### src/rtl/lnk_tx_pkg.sv
package lnk_tx_pkg;
    localparam int DW = 32;

    localparam logic [DW-1:0] PRIM_SYNC  = 32'hB5B5957C;
    localparam logic [DW-1:0] PRIM_XRDY  = 32'h5757B57C;
    localparam logic [DW-1:0] PRIM_RRDY  = 32'h4A4A957C;
    localparam logic [DW-1:0] PRIM_SOF   = 32'h3737B57C;
    localparam logic [DW-1:0] PRIM_EOF   = 32'hD5D5B57C;
    localparam logic [DW-1:0] PRIM_HOLD  = 32'hD5D5AA7C;
    localparam logic [DW-1:0] PRIM_HOLDA = 32'h9595AA7C;
    localparam logic [DW-1:0] PRIM_WTRM  = 32'h5858B57C;
    localparam logic [DW-1:0] PRIM_ROK   = 32'h3535B57C;
    localparam logic [DW-1:0] PRIM_RERR  = 32'h5656B57C;

    typedef enum logic [2:0] {
        ST_IDLE,
        ST_RDY,
        ST_SOF,
        ST_DATA,
        ST_EOF,
        ST_WTRM
    } fr_state_t;
endpackage

### src/rtl/lnk_crc32.sv
module lnk_crc32 #(
    parameter int           W    = 32,
    parameter logic [W-1:0] POLY = 32'h04C11DB7,
    parameter logic [W-1:0] SEED = 32'h52325032
) (
    input  logic         clk,
    input  logic         rst_n,
    input  logic         init,
    input  logic         en,
    input  logic [W-1:0] din,
    output logic [W-1:0] crc
);
    logic [W-1:0] acc_q;

    function automatic logic [W-1:0] fold(input logic [W-1:0] c, input logic [W-1:0] d);
        logic [W-1:0] r;
        logic         fb;
        r = c;
        for (int i = W - 1; i >= 0; i--) begin
            fb = r[W-1] ^ d[i];
            r  = {r[W-2:0], 1'b0};
            if (fb) r = r ^ POLY;
        end
        return r;
    endfunction

    always_ff @(posedge clk) begin
        if (!rst_n || init) acc_q <= SEED;
        else if (en)        acc_q <= fold(acc_q, din);
    end

    assign crc = acc_q;
endmodule

### src/rtl/lnk_scrambler.sv
module lnk_scrambler #(
    parameter int            SW   = 16,
    parameter int            OW   = 32,
    parameter logic [SW-1:0] SEED = 16'hF0F6,
    parameter logic [SW-1:0] TAPS = 16'hD008
) (
    input  logic          clk,
    input  logic          rst_n,
    input  logic          init,
    input  logic          adv,
    output logic [OW-1:0] word
);
    logic [SW-1:0] st_q;
    logic [SW-1:0] st_nx;

    always_comb begin
        logic [SW-1:0] s;
        s    = st_q;
        word = '0;
        for (int j = 0; j < OW; j++) begin
            word[j] = s[SW-1];
            s       = {s[SW-2:0], ^(s & TAPS)};
        end
        st_nx = s;
    end

    always_ff @(posedge clk) begin
        if (!rst_n || init) st_q <= SEED;
        else if (adv)       st_q <= st_nx;
    end
endmodule

### src/rtl/lnk_tx_fsm.sv
module lnk_tx_fsm
    import lnk_tx_pkg::*;
(
    input  logic          clk,
    input  logic          rst_n,
    input  logic          pl_valid,
    input  logic [DW-1:0] pl_data,
    input  logic          pl_last,
    input  logic [DW-1:0] rx_dword,
    input  logic [DW-1:0] scr_word,
    input  logic [DW-1:0] crc_value,
    output logic          pl_ready,
    output logic [DW-1:0] tx_dword,
    output logic          tx_isk,
    output logic          done_valid,
    output logic          done_ok,
    output logic          crc_init,
    output logic          crc_en,
    output logic          scr_init,
    output logic          scr_adv
);
    fr_state_t state_q, state_nx;
    logic      crc_phase_q, crc_phase_nx;
    logic      rx_hold;

    assign rx_hold = (rx_dword == PRIM_HOLD);

    always_ff @(posedge clk) begin
        if (!rst_n) begin
            state_q     <= ST_IDLE;
            crc_phase_q <= 1'b0;
        end else begin
            state_q     <= state_nx;
            crc_phase_q <= crc_phase_nx;
        end
    end

    always_comb begin
        state_nx     = state_q;
        crc_phase_nx = crc_phase_q;
        tx_dword     = PRIM_SYNC;
        tx_isk       = 1'b1;
        pl_ready     = 1'b0;
        done_valid   = 1'b0;
        done_ok      = 1'b0;
        crc_init     = 1'b0;
        crc_en       = 1'b0;
        scr_init     = 1'b0;
        scr_adv      = 1'b0;
        unique case (state_q)
            ST_IDLE: begin
                if (pl_valid) state_nx = ST_RDY;
            end
            ST_RDY: begin
                tx_dword = PRIM_XRDY;
                if (rx_dword == PRIM_RRDY) state_nx = ST_SOF;
            end
            ST_SOF: begin
                tx_dword     = PRIM_SOF;
                crc_init     = 1'b1;
                scr_init     = 1'b1;
                crc_phase_nx = 1'b0;
                state_nx     = ST_DATA;
            end
            ST_DATA: begin
                if (rx_hold) begin
                    tx_dword = PRIM_HOLDA;
                end else if (!crc_phase_q) begin
                    if (pl_valid) begin
                        tx_dword = pl_data ^ scr_word;
                        tx_isk   = 1'b0;
                        pl_ready = 1'b1;
                        crc_en   = 1'b1;
                        scr_adv  = 1'b1;
                        if (pl_last) crc_phase_nx = 1'b1;
                    end else begin
                        tx_dword = PRIM_HOLD;
                    end
                end else begin
                    tx_dword     = crc_value ^ scr_word;
                    tx_isk       = 1'b0;
                    scr_adv      = 1'b1;
                    crc_phase_nx = 1'b0;
                    state_nx     = ST_EOF;
                end
            end
            ST_EOF: begin
                tx_dword = PRIM_EOF;
                state_nx = ST_WTRM;
            end
            ST_WTRM: begin
                tx_dword = PRIM_WTRM;
                if (rx_dword == PRIM_ROK) begin
                    done_valid = 1'b1;
                    done_ok    = 1'b1;
                    state_nx   = ST_IDLE;
                end else if (rx_dword == PRIM_RERR) begin
                    done_valid = 1'b1;
                    state_nx   = ST_IDLE;
                end
            end
            default: state_nx = ST_IDLE;
        endcase
    end


    sof_single_chk: assert property (@(posedge clk) disable iff (!rst_n)
        (state_q == ST_SOF) |=> (state_q == ST_DATA));


    eof_single_chk: assert property (@(posedge clk) disable iff (!rst_n)
        (state_q == ST_EOF) |=> (state_q == ST_WTRM));


    ready_data_chk: assert property (@(posedge clk) disable iff (!rst_n)
        pl_ready |-> !tx_isk);


    verdict_exit_chk: assert property (@(posedge clk) disable iff (!rst_n)
        done_valid |=> (state_q == ST_IDLE));
endmodule

### src/rtl/link_tx_framer.sv
module link_tx_framer
    import lnk_tx_pkg::*;
#(
    parameter logic [31:0] CRC_POLY = 32'h04C11DB7,
    parameter logic [31:0] CRC_SEED = 32'h52325032,
    parameter logic [15:0] SCR_SEED = 16'hF0F6,
    parameter logic [15:0] SCR_TAPS = 16'hD008
) (
    input  logic        clk,
    input  logic        rst_n,
    input  logic        pl_valid,
    output logic        pl_ready,
    input  logic [31:0] pl_data,
    input  logic        pl_last,
    input  logic [31:0] rx_dword,
    output logic [31:0] tx_dword,
    output logic        tx_isk,
    output logic        done_valid,
    output logic        done_ok
);
    logic [DW-1:0] scr_word, crc_value;
    logic          crc_init, crc_en, scr_init, scr_adv;

    lnk_crc32 #(.W(DW), .POLY(CRC_POLY), .SEED(CRC_SEED)) u_crc (
        .clk(clk), .rst_n(rst_n), .init(crc_init), .en(crc_en),
        .din(pl_data), .crc(crc_value)
    );

    lnk_scrambler #(.SW(16), .OW(DW), .SEED(SCR_SEED), .TAPS(SCR_TAPS)) u_scr (
        .clk(clk), .rst_n(rst_n), .init(scr_init), .adv(scr_adv), .word(scr_word)
    );

    lnk_tx_fsm u_fsm (
        .clk(clk), .rst_n(rst_n), .pl_valid(pl_valid), .pl_data(pl_data),
        .pl_last(pl_last), .rx_dword(rx_dword), .scr_word(scr_word),
        .crc_value(crc_value), .pl_ready(pl_ready), .tx_dword(tx_dword),
        .tx_isk(tx_isk), .done_valid(done_valid), .done_ok(done_ok),
        .crc_init(crc_init), .crc_en(crc_en), .scr_init(scr_init), .scr_adv(scr_adv)
    );


    holda_freeze_chk: assert property (@(posedge clk) disable iff (!rst_n)
        (tx_isk && tx_dword == PRIM_HOLDA) |=> ($stable(crc_value) && $stable(scr_word)));


    verdict_in_wtrm_chk: assert property (@(posedge clk) disable iff (!rst_n)
        done_valid |-> (tx_isk && tx_dword == PRIM_WTRM));
endmodule

### config.mk
export PLATFORM = sky130hd
export DESIGN_NAME = link_tx_framer
export DESIGN_NICKNAME = d
export VERILOG_FILES = /design/src/rtl/lnk_tx_pkg.sv /design/src/rtl/lnk_crc32.sv /design/src/rtl/lnk_scrambler.sv /design/src/rtl/lnk_tx_fsm.sv /design/src/rtl/link_tx_framer.sv
export SDC_FILE = /design/constraint.sdc
export NUM_CORES = 1
export LEC_CHECK = 0
export BUFFER_PORTS_ARGS = -buffer_cell sky130_fd_sc_hd__buf_2
export CORE_UTILIZATION = 40
export CTS_CLUSTER_SIZE = 8
export DETAILED_ROUTE_END_ITERATION = 6
export GPL_ROUTABILITY_DRIVEN = 0
export PLACE_DENSITY = 0.56
export SYNTH_ARGS = -nofsm -noshare
export SYNTH_HDL_FRONTEND = slang
export SYNTH_SLANG_ARGS = --single-unit
### constraint.sdc
create_clock -name clk -period 6.6 [get_ports clk]
set_input_delay 0.66 -clock clk [delete_from_list [all_inputs] [get_ports clk]]
set_output_delay 0.66 -clock clk [all_outputs]
set_load 0.01 [all_outputs]
==> summary.txt <==
Run status
  • Outcome: finished, final reports clean

Timing
  • RSZ-0062 raised after global routing: no
  • Setup ws final: between 1.5 and 2 ns
  • Sum Neg Setup Slack: 0 ns
  • # setup viols final: 0
  • Max Fclk: approximately 0.21 GHz
  • Clk_skew: about 0.013 ns
  • Max-slew violations: 0
  • Tightest Pin Transition: 0.908 ns
  • Relative slew margins: 0.391
  • Hold Vio Cnt, Final: 0
  • Share of the cycle needed by the critical path after routing: 0.717
  • Fin crit period: around 4.7 ns

Synthesis
  • Top post-synthesis cells by area: xnor2_1 (26%), dfxtp_1 (14%), xnor3_1 (13%), xor2_1 (7.9%), xnor2_4 (4.3%)
  • YS warnings: 0
  • Most numerous cell in the Yosys netlist: xnor2_1
  • Synth area leader: xnor2_1
  • Cells after Synth: 773
  • Ys flop type: dfxtp_1
  • Synthesized area: between 7000 and 8000 um^2
  • Top cells by count, synth: xnor2_1 (229), xor2_1 (69), dfxtp_1 (52), nor2_1 (45), xnor3_1 (43)
  • Post-synth top area share: 0.261
  • Synth unique cells: between 50 and 60
  • Asr flop ratio synth: 0
  • Syn_nets: roughly 840
  • Post-synth EDFFs: 0
  • Yosys reg bits: 52
  • Syn_area_per_cell: between 9 and 10 um^2
  • Register area share after synthesis: 0.135

Placement
  • PortBufs: about 100
  • Setup WS pre-CTS: 2.00 ns
  • Hpwl dp: 20200 um
  • Cells after DPL: ~1100

Setup path
  • Worst Setup Start Kind: flop
  • CP arrival: about 4.1 ns
  • R2R depth: 9
  • Crit-path leading delay family: XOR/XNOR gates
  • CP cell instances: xnor3_1 -> xnor3_1 -> xnor2_1 -> xnor2_1 -> xor2_1 -> a221oi_1 -> nor2_1 -> o22ai_1 -> buf_2
  • Crit path max fanout: 7
  • R2R setup slack: about 2.4 ns
  • CP max stage delay: roughly 0.76 ns
  • CP bufs+invs: 1
  • Slowest cell on the critical path: xnor2_1
  • FF-to-FF End: u_crc.crc[12]
  • WP data required: just under 6 ns
  • R2R Path Start: u_crc.crc[27]
  • CP Capture Type: output pin
  • Crit Path Class: reg -> out

Layout
  • Share of layout cells above drive strength 1: 0.208
  • Multi-input combinational cell area: approximately 6500 um^2
  • Post-route insts no fill: between 1000 and 1500
  • Area grow syn2layout: 11.4%
  • Reg area: approximately 1000 um^2
  • Nets: a little over 900
  • Fillers: 1842

Worst hold path
  • Hold endpoint: u_crc.crc[25]
  • Worst Hold Depth: 2
  • HP Class: reg -> reg
  • Hold_sp: u_crc.crc[25]

Global routing
  • Largest net degree at the start of global routing: slightly above 50
  • Vias in the first global route: about 5600
  • First-pass GRT wire length: ~36000 um
  • Initial antenna violation count: 2
  • Gr usage total: 0.253
  • Remaining global-route overflow: 0

Floorplanning
  • # rows: 50
  • Die area: 19800 um^2
  • Die W: 141 um
  • Die Ht: 141 um
  • CORE AREA: approximately 19000 um^2
  • Starting Density: 0.410
  • IO Pins: 104

Drt
  • Iteration-0 DRC count of the detailed router: slightly below 400
  • First drt pass iteration count: 5
  • Residual DRC count: 0
  • Antenna viol nets, final: 0
  • Routed WL per cell: ~23 um
  • Via/cell ratio: about 5.4
  • Vias: 5912
  • Routed Wire Length: ~25000 um

Job
  • Max_cap viols: 0

Power
  • Psw: between 0.002 and 0.003 W
  • Sw Share: 0.463
  • Sequential share of power: 0.054
  • Static Leakage: between 3 and 4 nW
  • PwrDens: between 600 and 700 nW/um^2
  • Comb pwr share: 0.893
  • Clock Power Share: 0.053
  • Max IR drop VDD: between 700 and 800 uV
  • Int Pwr: 0.00315 W

CTS
  • Clock Sinks: 52
  • Hold_buf cts: 0
  • Worst-Skew Late Latency: just over 0.3 ns
  • CTS buffer count: 5
  • Max Buffers Root-to-Sink: 2
  • Post-CTS sizing: 0
  • Clk slew on worst S/H paths: 0.08 ns
  • CTS tree: yes
  • H-tree levels: 2
  • Post-CTS Repair Setup Buffers: 0
  • Clock root cell: clkbuf_16
-- cell usage in the layout (no fill, tap or decap), types with 14 or more instances in the layout --
| master | n |
|---|---|
| o22ai_1 | 14 |
| xor2_1 | 69 |
| a22oi_1 | 16 |
| nand2_1 | 37 |
| o21ai_0 | 26 |
| buf_2 | 103 |
| xnor3_1 | 43 |
| xnor2_2 | 19 |
| dfxtp_1 | 52 |
| o211ai_1 | 18 |
| a21oi_1 | 22 |
| xnor2_1 | 229 |
| nor2_1 | 45 |
| a211oi_1 | 20 |
-- power by group through the flow --
stage	Sequential, W	Clock [W]	Combinational, W
after floorplan	0.000321	0	0.00415
after global placement	0.000323	0	0.00525
after detailed placement	0.000323	0	0.00523
after CTS	0.000316	0.000320	0.00525
after global routing	0.000316	0.000333	0.00555
final	0.000316	0.000312	0.00524
-- cell families after synthesis --
family          synth area share
xor+xnor                   0.629
compound gates             0.122
simple gates              0.0872
flops                      0.135
buf+inv                   0.0225
mux                      0.00260
fa+ha+maj                0.00163
-- through the flow --
| stage | power (W) | utilization | instance area [um^2] | hold slack [ns] |
|---|---|---|---|---|
| final | 0.00587 | 0.456 | 8560 | 0.530 |
| after global routing | 0.00620 | 0.456 | 8560 | 0.566 |
| after CTS | 0.00589 | 0.456 | 8560 | 0.529 |
| after detailed placement | 0.00556 | 0.447 | 8390 | 0.518 |
| after global placement | 0.00557 | 0.447 | 8390 | 0.509 |
| after floorplan | 0.00447 | - | 7690 | 0.487 |
-- layer usage --
metal,wire length (um),vias up,global-route usage
met5,13,-,0
met4,635,2,0.0824
met3,1110,33,0.0411
met2,11500,172,0.406
met1,11500,2874,0.346
li1,-,2831,-
-- registers in the layout, summed over array words and instances (netlist names) --
register           count
u_fsm.crc_phase_q      1
u_crc.crc             32
u_fsm.state_q          3
u_scr.st_q            16
-- tightest hold or removal path, cell delays in order, from the launching register on --
cell      delay, ns
dfxtp_1        0.34
nand2_1        0.06
o211ai_1       0.08
-- worst max path at each step --
stage	from	endpoint	cells past startpoint
2_1_floorplan	pl_data[22]	u_crc.crc[5]	9
3_3_place_gp	pl_data[27]	u_crc.crc[12]	10
3_5_place_dp	pl_data[27]	u_crc.crc[12]	10
4_1_cts	u_scr.st_q[1]	tx_dword[30]	9
5_1_grt	u_scr.st_q[8]	tx_dword[30]	9
6_report	u_scr.st_q[8]	tx_dword[30]	9
-- layout make-up --
| type | count | area share |
|---|---|---|
| Clock inverter | 3 | 0.00497 |
| Multi-Input combinational cell | 675 | 0.756 |
| Inverter | 6 | 0.00263 |
| Timing Repair Buffer | 109 | 0.0654 |
| Antenna cell | 1 | 0.000292 |
| Sequential cell | 52 | 0.122 |
| Tap cell | 234 | 0.0342 |
| Clock buffer | 5 | 0.0146 |
No activity file was read; power rests on OpenSTA's default activity.
